`src/rtl/stag_pkg.sv`:
```
`timescale 1ns/1ps
package stag_pkg;

  // Signed overflow from the top bits of both addends and of the result.
  function automatic logic sgn_ovf(input logic a_top, input logic b_top, input logic s_top);
    return (a_top == b_top) && (s_top != a_top);
  endfunction

  typedef struct packed {
    logic ovf;
    logic carry;
    logic neg;
    logic zero;
  } stag_flags_t;

endpackage

```
`src/rtl/stag_lo_stage.sv`:
```
`timescale 1ns/1ps
module stag_lo_stage #(
  parameter int LO_W = 16,
  parameter int HI_W = 16
) (
  input  logic            clk,
  input  logic            rst,
  input  logic            in_valid,
  input  logic            in_dep,
  input  logic            in_cin,
  input  logic [LO_W-1:0] a_lo,
  input  logic [LO_W-1:0] b_lo,
  input  logic [HI_W-1:0] a_hi,
  input  logic [HI_W-1:0] b_hi,
  output logic            v_q,
  output logic            dep_q,
  output logic [LO_W-1:0] lo_q,
  output logic            cout_q,
  output logic            lozero_q,
  output logic [HI_W-1:0] ahi_q,
  output logic [HI_W-1:0] bhi_q
);

  logic [LO_W-1:0] a_sel;
  logic [LO_W:0]   lo_full;

  // Local bypass: the previous lower half sits in lo_q.
  assign a_sel   = in_dep ? lo_q : a_lo;
  assign lo_full = {1'b0, a_sel} + {1'b0, b_lo} + {{LO_W{1'b0}}, in_cin};

  always_ff @(posedge clk) begin
    if (rst) begin
      v_q      <= 1'b0;
      dep_q    <= 1'b0;
      lo_q     <= '0;
      cout_q   <= 1'b0;
      lozero_q <= 1'b0;
      ahi_q    <= '0;
      bhi_q    <= '0;
    end else begin
      v_q <= in_valid;
      if (in_valid) begin
        dep_q    <= in_dep;
        lo_q     <= lo_full[LO_W-1:0];
        cout_q   <= lo_full[LO_W];
        lozero_q <= (lo_full[LO_W-1:0] == '0);
        ahi_q    <= a_hi;
        bhi_q    <= b_hi;
      end
    end
  end

  // The bypassed lower half must survive idle cycles.
  assert_lo_hold_R8: assert property (@(posedge clk) disable iff (rst)
    !in_valid |=> $stable(lo_q));

endmodule

```
`src/rtl/stag_hi_stage.sv`:
```
`timescale 1ns/1ps
module stag_hi_stage #(
  parameter int LO_W = 16,
  parameter int HI_W = 16
) (
  input  logic            clk,
  input  logic            rst,
  input  logic            v_in,
  input  logic            dep_in,
  input  logic            cin,
  input  logic [HI_W-1:0] a_hi,
  input  logic [HI_W-1:0] b_hi,
  input  logic [LO_W-1:0] lo_in,
  input  logic            lozero_in,
  output logic            v_q,
  output logic [HI_W-1:0] hi_q,
  output logic [LO_W-1:0] lo_q,
  output logic            c_q,
  output logic            ov_q,
  output logic            lozero_q
);

  import stag_pkg::*;

  logic [HI_W-1:0] a_sel;
  logic [HI_W:0]   hi_full;

  // Upper-half bypass: hi_q holds the upper half of the last valid result.
  assign a_sel   = dep_in ? hi_q : a_hi;
  assign hi_full = {1'b0, a_sel} + {1'b0, b_hi} + {{HI_W{1'b0}}, cin};

  always_ff @(posedge clk) begin
    if (rst) begin
      v_q      <= 1'b0;
      hi_q     <= '0;
      lo_q     <= '0;
      c_q      <= 1'b0;
      ov_q     <= 1'b0;
      lozero_q <= 1'b0;
    end else begin
      v_q <= v_in;
      if (v_in) begin
        hi_q     <= hi_full[HI_W-1:0];
        lo_q     <= lo_in;
        c_q      <= hi_full[HI_W];
        ov_q     <= sgn_ovf(a_sel[HI_W-1], b_hi[HI_W-1], hi_full[HI_W-1]);
        lozero_q <= lozero_in;
      end
    end
  end

  assert_hi_hold_R8: assert property (@(posedge clk) disable iff (rst)
    !v_in |=> $stable(hi_q));

endmodule

```
`src/rtl/stag_flag_stage.sv`:
```
`timescale 1ns/1ps
module stag_flag_stage #(
  parameter int LO_W = 16,
  parameter int HI_W = 16
) (
  input  logic                 clk,
  input  logic                 rst,
  input  logic                 v_in,
  input  logic [HI_W-1:0]      hi_in,
  input  logic [LO_W-1:0]      lo_in,
  input  logic                 c_in,
  input  logic                 ov_in,
  input  logic                 lozero_in,
  output logic                 out_valid,
  output logic [LO_W+HI_W-1:0] out_sum,
  output stag_pkg::stag_flags_t out_flags
);

  import stag_pkg::*;

  stag_flags_t flags_d;

  always_comb begin
    flags_d.zero  = lozero_in && (hi_in == '0);
    flags_d.neg   = hi_in[HI_W-1];
    flags_d.carry = c_in;
    flags_d.ovf   = ov_in;
  end

  always_ff @(posedge clk) begin
    if (rst) begin
      out_valid <= 1'b0;
      out_sum   <= '0;
      out_flags <= '0;
    end else begin
      out_valid <= v_in;
      if (v_in) begin
        out_sum   <= {hi_in, lo_in};
        out_flags <= flags_d;
      end
    end
  end

  assert_zero_R4: assert property (@(posedge clk) disable iff (rst)
    (out_valid && out_flags.zero) |-> (out_sum == '0));

  assert_out_hold_R9: assert property (@(posedge clk) disable iff (rst)
    !v_in |=> ($stable(out_sum) && $stable(out_flags)));

endmodule

```
`src/rtl/stag_adder.sv`:
```
`timescale 1ns/1ps
module stag_adder #(
  parameter int WIDTH = 32
) (
  input  logic             clk,
  input  logic             rst,
  input  logic             in_valid,
  input  logic             in_dep,
  input  logic             in_cin,
  input  logic [WIDTH-1:0] in_a,
  input  logic [WIDTH-1:0] in_b,
  output logic             out_valid,
  output logic [WIDTH-1:0] out_sum,
  output logic             out_zero,
  output logic             out_neg,
  output logic             out_carry,
  output logic             out_ovf
);

  import stag_pkg::*;

  localparam int LO_W = WIDTH / 2;
  localparam int HI_W = WIDTH - LO_W;

  logic            s1_v, s1_dep, s1_c, s1_lozero;
  logic [LO_W-1:0] s1_lo;
  logic [HI_W-1:0] s1_ahi, s1_bhi;
  logic            s2_v, s2_c, s2_ov, s2_lozero;
  logic [HI_W-1:0] s2_hi;
  logic [LO_W-1:0] s2_lo;
  stag_flags_t     flags;

  stag_lo_stage #(.LO_W(LO_W), .HI_W(HI_W)) u_lo (
    .clk(clk), .rst(rst), .in_valid(in_valid), .in_dep(in_dep), .in_cin(in_cin),
    .a_lo(in_a[LO_W-1:0]), .b_lo(in_b[LO_W-1:0]),
    .a_hi(in_a[WIDTH-1:LO_W]), .b_hi(in_b[WIDTH-1:LO_W]),
    .v_q(s1_v), .dep_q(s1_dep), .lo_q(s1_lo), .cout_q(s1_c),
    .lozero_q(s1_lozero), .ahi_q(s1_ahi), .bhi_q(s1_bhi)
  );

  stag_hi_stage #(.LO_W(LO_W), .HI_W(HI_W)) u_hi (
    .clk(clk), .rst(rst), .v_in(s1_v), .dep_in(s1_dep), .cin(s1_c),
    .a_hi(s1_ahi), .b_hi(s1_bhi), .lo_in(s1_lo), .lozero_in(s1_lozero),
    .v_q(s2_v), .hi_q(s2_hi), .lo_q(s2_lo), .c_q(s2_c), .ov_q(s2_ov),
    .lozero_q(s2_lozero)
  );

  stag_flag_stage #(.LO_W(LO_W), .HI_W(HI_W)) u_flag (
    .clk(clk), .rst(rst), .v_in(s2_v), .hi_in(s2_hi), .lo_in(s2_lo),
    .c_in(s2_c), .ov_in(s2_ov), .lozero_in(s2_lozero),
    .out_valid(out_valid), .out_sum(out_sum), .out_flags(flags)
  );

  assign out_zero  = flags.zero;
  assign out_neg   = flags.neg;
  assign out_carry = flags.carry;
  assign out_ovf   = flags.ovf;

  // Edges since reset, saturating, so the latency check never looks before reset.
  logic [1:0] warm_cnt;
  always_ff @(posedge clk) begin
    if (rst)                warm_cnt <= '0;
    else if (warm_cnt != 2'd3) warm_cnt <= warm_cnt + 2'd1;
  end

  assert_latency_R9: assert property (@(posedge clk) disable iff (rst)
    (warm_cnt == 2'd3) |-> (out_valid == $past(in_valid, 3)));

  assert_reset_R1: assert property (@(posedge clk)
    $past(rst) |-> (!out_valid && out_sum == '0));

endmodule

```
`config.mk`:
```
export PLATFORM = sky130hd
export DESIGN_NAME = stag_adder
export DESIGN_NICKNAME = d
export VERILOG_FILES = /design/src/rtl/stag_pkg.sv /design/src/rtl/stag_lo_stage.sv /design/src/rtl/stag_hi_stage.sv /design/src/rtl/stag_flag_stage.sv /design/src/rtl/stag_adder.sv
export SDC_FILE = /design/constraint.sdc
export NUM_CORES = 1
export LEC_CHECK = 0
export ABC_AREA = 1
export BUFFER_PORTS_ARGS = -buffer_cell sky130_fd_sc_hd__buf_2
export CAP_MARGIN = 20
export CORE_ASPECT_RATIO = 1.2
export CORE_MARGIN = 5
export CORE_UTILIZATION = 61
export CTS_CLUSTER_SIZE = 16
export DETAILED_ROUTE_END_ITERATION = 7
export PLACE_DENSITY = 0.82
export SLEW_MARGIN = 20
export SYNTH_ARGS = -nofsm -noshare
export SYNTH_HDL_FRONTEND = slang
export SYNTH_SLANG_ARGS = --single-unit
export TNS_END_PERCENT = 50
```
`constraint.sdc`:
```
create_clock -name clk -period 6.4 [get_ports clk]
set_input_delay 0.64 -clock clk [delete_from_list [all_inputs] [get_ports clk]]
set_output_delay 0.64 -clock clk [all_outputs]
set_load 0.02 [all_outputs]
```
==> summary.md <==
| Metric | Value |
|---|---|
| Outcome | `finished clean` |
| Leading cell types in the layout, fill and taps excluded | `nor2_1 (172), dfxtp_1 (123), o21ai_0 (117)` |
| Flop-to-flop setup slack | `3.32 ns` |
| Clk_lat worst skew | `0.42 ns` |
| Final count of hold timing violations | `0` |
| CTS Hold Bufs | `0` |
| H-Tree Depth | `4` |
| Worst setup SP type | `register` |
| # setup viols final | `0` |
| DRT Wirelength | `16.59 mm` |
| End of the critical path | `u_hi.hi_q[14]$_SDFFE_PP0P_` |
| DR iter-0 viols | `331` |
| Synthesized-area fraction occupied by xor and xnor cells | `0.01911` |
| Placeable core region | `10410 um^2` |
| Multiplexer fraction of the synthesized cell area | `0.008582` |
| Flip-flop cell with the highest count after synthesis | `dfxtp_1` |
| Initial core utilization | `0.6160` |
| Fin Clk Skew | `0.006735 ns` |
| Leakage power total | `3.932 nW` |
| Total Power Consumption | `2.257 mW` |
| Syn Area/Cell | `6.958 um^2` |
| Site Rows | `41` |
| Worst Path Max Fanout | `33` |
| Total of max-cap violations | `0` |
| Number of nets in the layout | `1107` |
| Maximum number of pins on one net before global-route repair | `72` |
| Dpl hpwl | `12.23 mm` |
| Total CTS buffers | `17` |
| Area added between synthesis and finish | `17.57%` |
| Max Clk Rate | `0.3245 GHz` |
| Via density | `5.344` |
| Post-Route Setup TNS | `0 ns` |
| Detailed-routing iteration count for the pre-antenna-repair pass | `5` |
| Number of buffers between clock root and the deepest sink | `2` |
| Horizontal die dimension | `103.6 um` |
| Post-CTS Repair Setup Buffers | `0` |
| GRT Overall Usage | `0.2674` |
| Worst Tran Pin Value | `0.9925 ns` |
| Total congestion overflow | `0` |
| Via total after detailed routing | `6124` |
| End of the worst register-to-register path | `u_hi.hi_q[14]$_SDFFE_PP0P_` |
| Number of different library cells in the post-synthesis netlist | `36` |
| Sort of element at the end of the critical path | `register` |
| Relative slew margins | `0.3374` |
| Post-synthesis async set-or-reset flop share | `0` |
| Synthesized netlist net count | `1025` |
| Number of input and output port buffers inserted | `105` |
| Classification of the worst-slack hold path | `in -> reg` |
| Number of flops mapped to enable cells by yosys | `0` |
| Top-level port count | `106` |
| Placed cells | `1114` |
| Origin of the worst setup path | `u_lo.dep_q$_SDFFE_PP0P_` |
| Wire length of the first global-routing pass | `27.63 mm` |
| Share of synthesized cell area in full adder, half adder and majority cells | `0.07100` |
| Final standard cell count with taps included and fillers excluded | `1146` |
| Series of cell instances along the critical path | `nor2_1 > a21oi_1 > fa_1 > inv_1 > fa_1 > nand3b_1 > nand2_1 > a21oi_2 > o21ai_0 > o21ai_0 > a21oi_1 > nor2_1` |
| Max-slew violations | `0` |
| Number of instances in the synthesized netlist | `922` |
| Syn. warnings | `0` |
| Vertical extent of the die | `122.3 um` |
| Initial antenna violation count | `0` |
| Data arrival time at the worst-slack endpoint | `3.40 ns` |
| Die area | `12680 um^2` |
| Routability-driven placement congestion ratio | `0.9876` |
| Area fraction in compound gates after synthesis | `0.1904` |
| Worst hold-check slack | `0.4425 ns` |
| Proportion of layout cells with a drive suffix above 1 | `0.1721` |
| Antenna Nets Post-Route | `0` |
| Number of synthesized register bits | `124` |
| Post-route cell area | `7542 um^2` |
| Clock input transition at the sequential cells of the worst setup and hold paths | `0.06 ns` |
| Synth Area in Simple Gates | `0.2296` |
| Buffer type at the clock tree root | `clkbuf_16` |
| Cell with the largest stage delay on the worst path | `dfxtp_1` |
| DR WL/cell | `14.47 um` |
| Crit path required time | `6.71 ns` |
| Clock period minus worst slack | `3.081 ns` |
| Count of unresolved DRC violations after routing | `0` |
| Synthesized area | `6415 um^2` |
| Period utilisation layout | `0.4815` |
| Most common cell after layout, fill and taps aside | `nor2_1` |
| Power density relative to cell area | `299.3 nW/um^2` |
| Count of cells along the worst register-to-register path | `12` |
| Type of the setup path with the least slack | `reg -> reg` |
| CP peak stage delay | `0.97 ns` |
| Combinational family with the most area after synthesis | `simple AND/OR/NAND/NOR gates` |
| Number of clock sinks seen by CTS | `124` |
| Unrepaired setup endpoints after global routing | `no` |
| Post-cts resize count | `0` |
| Reg2reg start | `u_lo.dep_q$_SDFFE_PP0P_` |
| Number of global-route vias before repair | `6088` |
| Proportion of synthesized chip area in sequential cells | `0.3870` |
| Placed cell area | `6947 um^2` |
| Antenna diode count | `0` |
| Worst IR drop on VDD | `0.1853 mV` |
| Clock tree from TritonCTS | `built` |
==> logic make-up (layout without fill, tap and decap cells) <==
logic type      count (synthesis)  in the layout
fa+ha+maj                      34             34
simple gates                  353            353
buf+inv                       159            254
xor+xnor                       14             14
mux                             5              5
compound gates                233            233
flops                         124            124
==> per-stage QoR <==
step,setup slack [ns],util
floorplan,3.690,-
global placement,3.379,0.6671
detailed placement,3.311,0.6671
CTS,3.292,0.7241
global route,2.885,0.7243
finish,3.319,0.7243
==> Yosys cell counts (6+ instances only) <==
library cell,n,share of area
nand3_1,24,0.019
o21ai_0,117,0.091
inv_1,112,0.066
nand2_1,116,0.068
a21o_1,6,0.0070
nand2_2,15,0.015
clkbuf_1,38,0.022
dfxtp_1,124,0.39
ha_1,30,0.059
o211ai_1,7,0.0082
nand4_1,6,0.0059
nor2_1,172,0.10
xor2_1,11,0.015
a21oi_1,94,0.073
==> power by group <==
group	internal, mW	leakage (nW)	switching (mW)	total [mW]
clock	0.556	0.291	0.404	0.960
combinational	0.157	2.62	0.278	0.434
sequential	0.826	1.02	0.0366	0.863
==> worst min-delay path by stage <==
| stage | endpoint | slack, ns | depth (start not counted) | startpoint |
|---|---|---|---|---|
| after floorplan | u_lo.ahi_q[14]$_SDFFE_PP0P_ | 0.43 | 2 | u_lo.ahi_q[14]$_SDFFE_PP0P_ |
| after global placement | u_flag.out_flags[0]$_SDFFE_PP0P_ | 0.45 | 2 | u_flag.out_flags[0]$_SDFFE_PP0P_ |
| after detailed placement | u_flag.out_flags[0]$_SDFFE_PP0P_ | 0.46 | 2 | u_flag.out_flags[0]$_SDFFE_PP0P_ |
| after CTS | u_lo.bhi_q[9]$_SDFFE_PP0P_ | 0.44 | 3 | in_b[25] |
| after global routing | u_lo.ahi_q[6]$_SDFFE_PP0P_ | 0.45 | 3 | in_a[22] |
| final | u_lo.bhi_q[9]$_SDFFE_PP0P_ | 0.44 | 3 | in_b[25] |
==> cell type report <==
| class | instances | area, um^2 |
|---|---|---|
| clock buffers | 17 | 425.4 |
| multi-input cells | 639 | 3327 |
| repair buffers | 108 | 548.0 |
| flip-flops and latches | 124 | 2484 |
| fillers | 906 | 2872 |
| clock inverters | 15 | 168.9 |
| inverters | 114 | 427.9 |
| well taps | 129 | 161.4 |
==> registers in the layout, summed over array words and instances, names as in the netlist <==
| signal | cells |
|---|---|
| u_flag.out_flags | 4 |
| u_flag.out_sum | 31 |
| u_flag.out_valid | 1 |
| u_hi.c_q | 1 |
| u_hi.hi_q | 16 |
| u_hi.lo_q | 16 |
| u_hi.lozero_q | 1 |
| u_hi.ov_q | 1 |
| u_hi.v_q | 1 |
| u_lo.ahi_q | 16 |
| u_lo.bhi_q | 16 |
| u_lo.cout_q | 1 |
| u_lo.dep_q | 1 |
| u_lo.lo_q | 16 |
| u_lo.lozero_q | 1 |
| u_lo.v_q | 1 |
==> metal layers <==
layer  vias up  share of wire  routed length [um]  global-route usage
met5         -              0                   0                   0
met4         0          0.051                 848              0.1518
met3        60          0.042                 695             0.05734
met2       147           0.52                8611              0.4980
met1      2774           0.39                6434              0.2772
li1       3143              -                   -                   -
==> worst max-delay path: cells and delay by family (launching register included) <==
family,cells,cell delay [ns]
flops,1,0.97
fa+ha+maj,2,0.62
simple gates,4,0.45
compound gates,5,0.87
buf+inv,1,0.06
(Power assumes the default switching activity.)
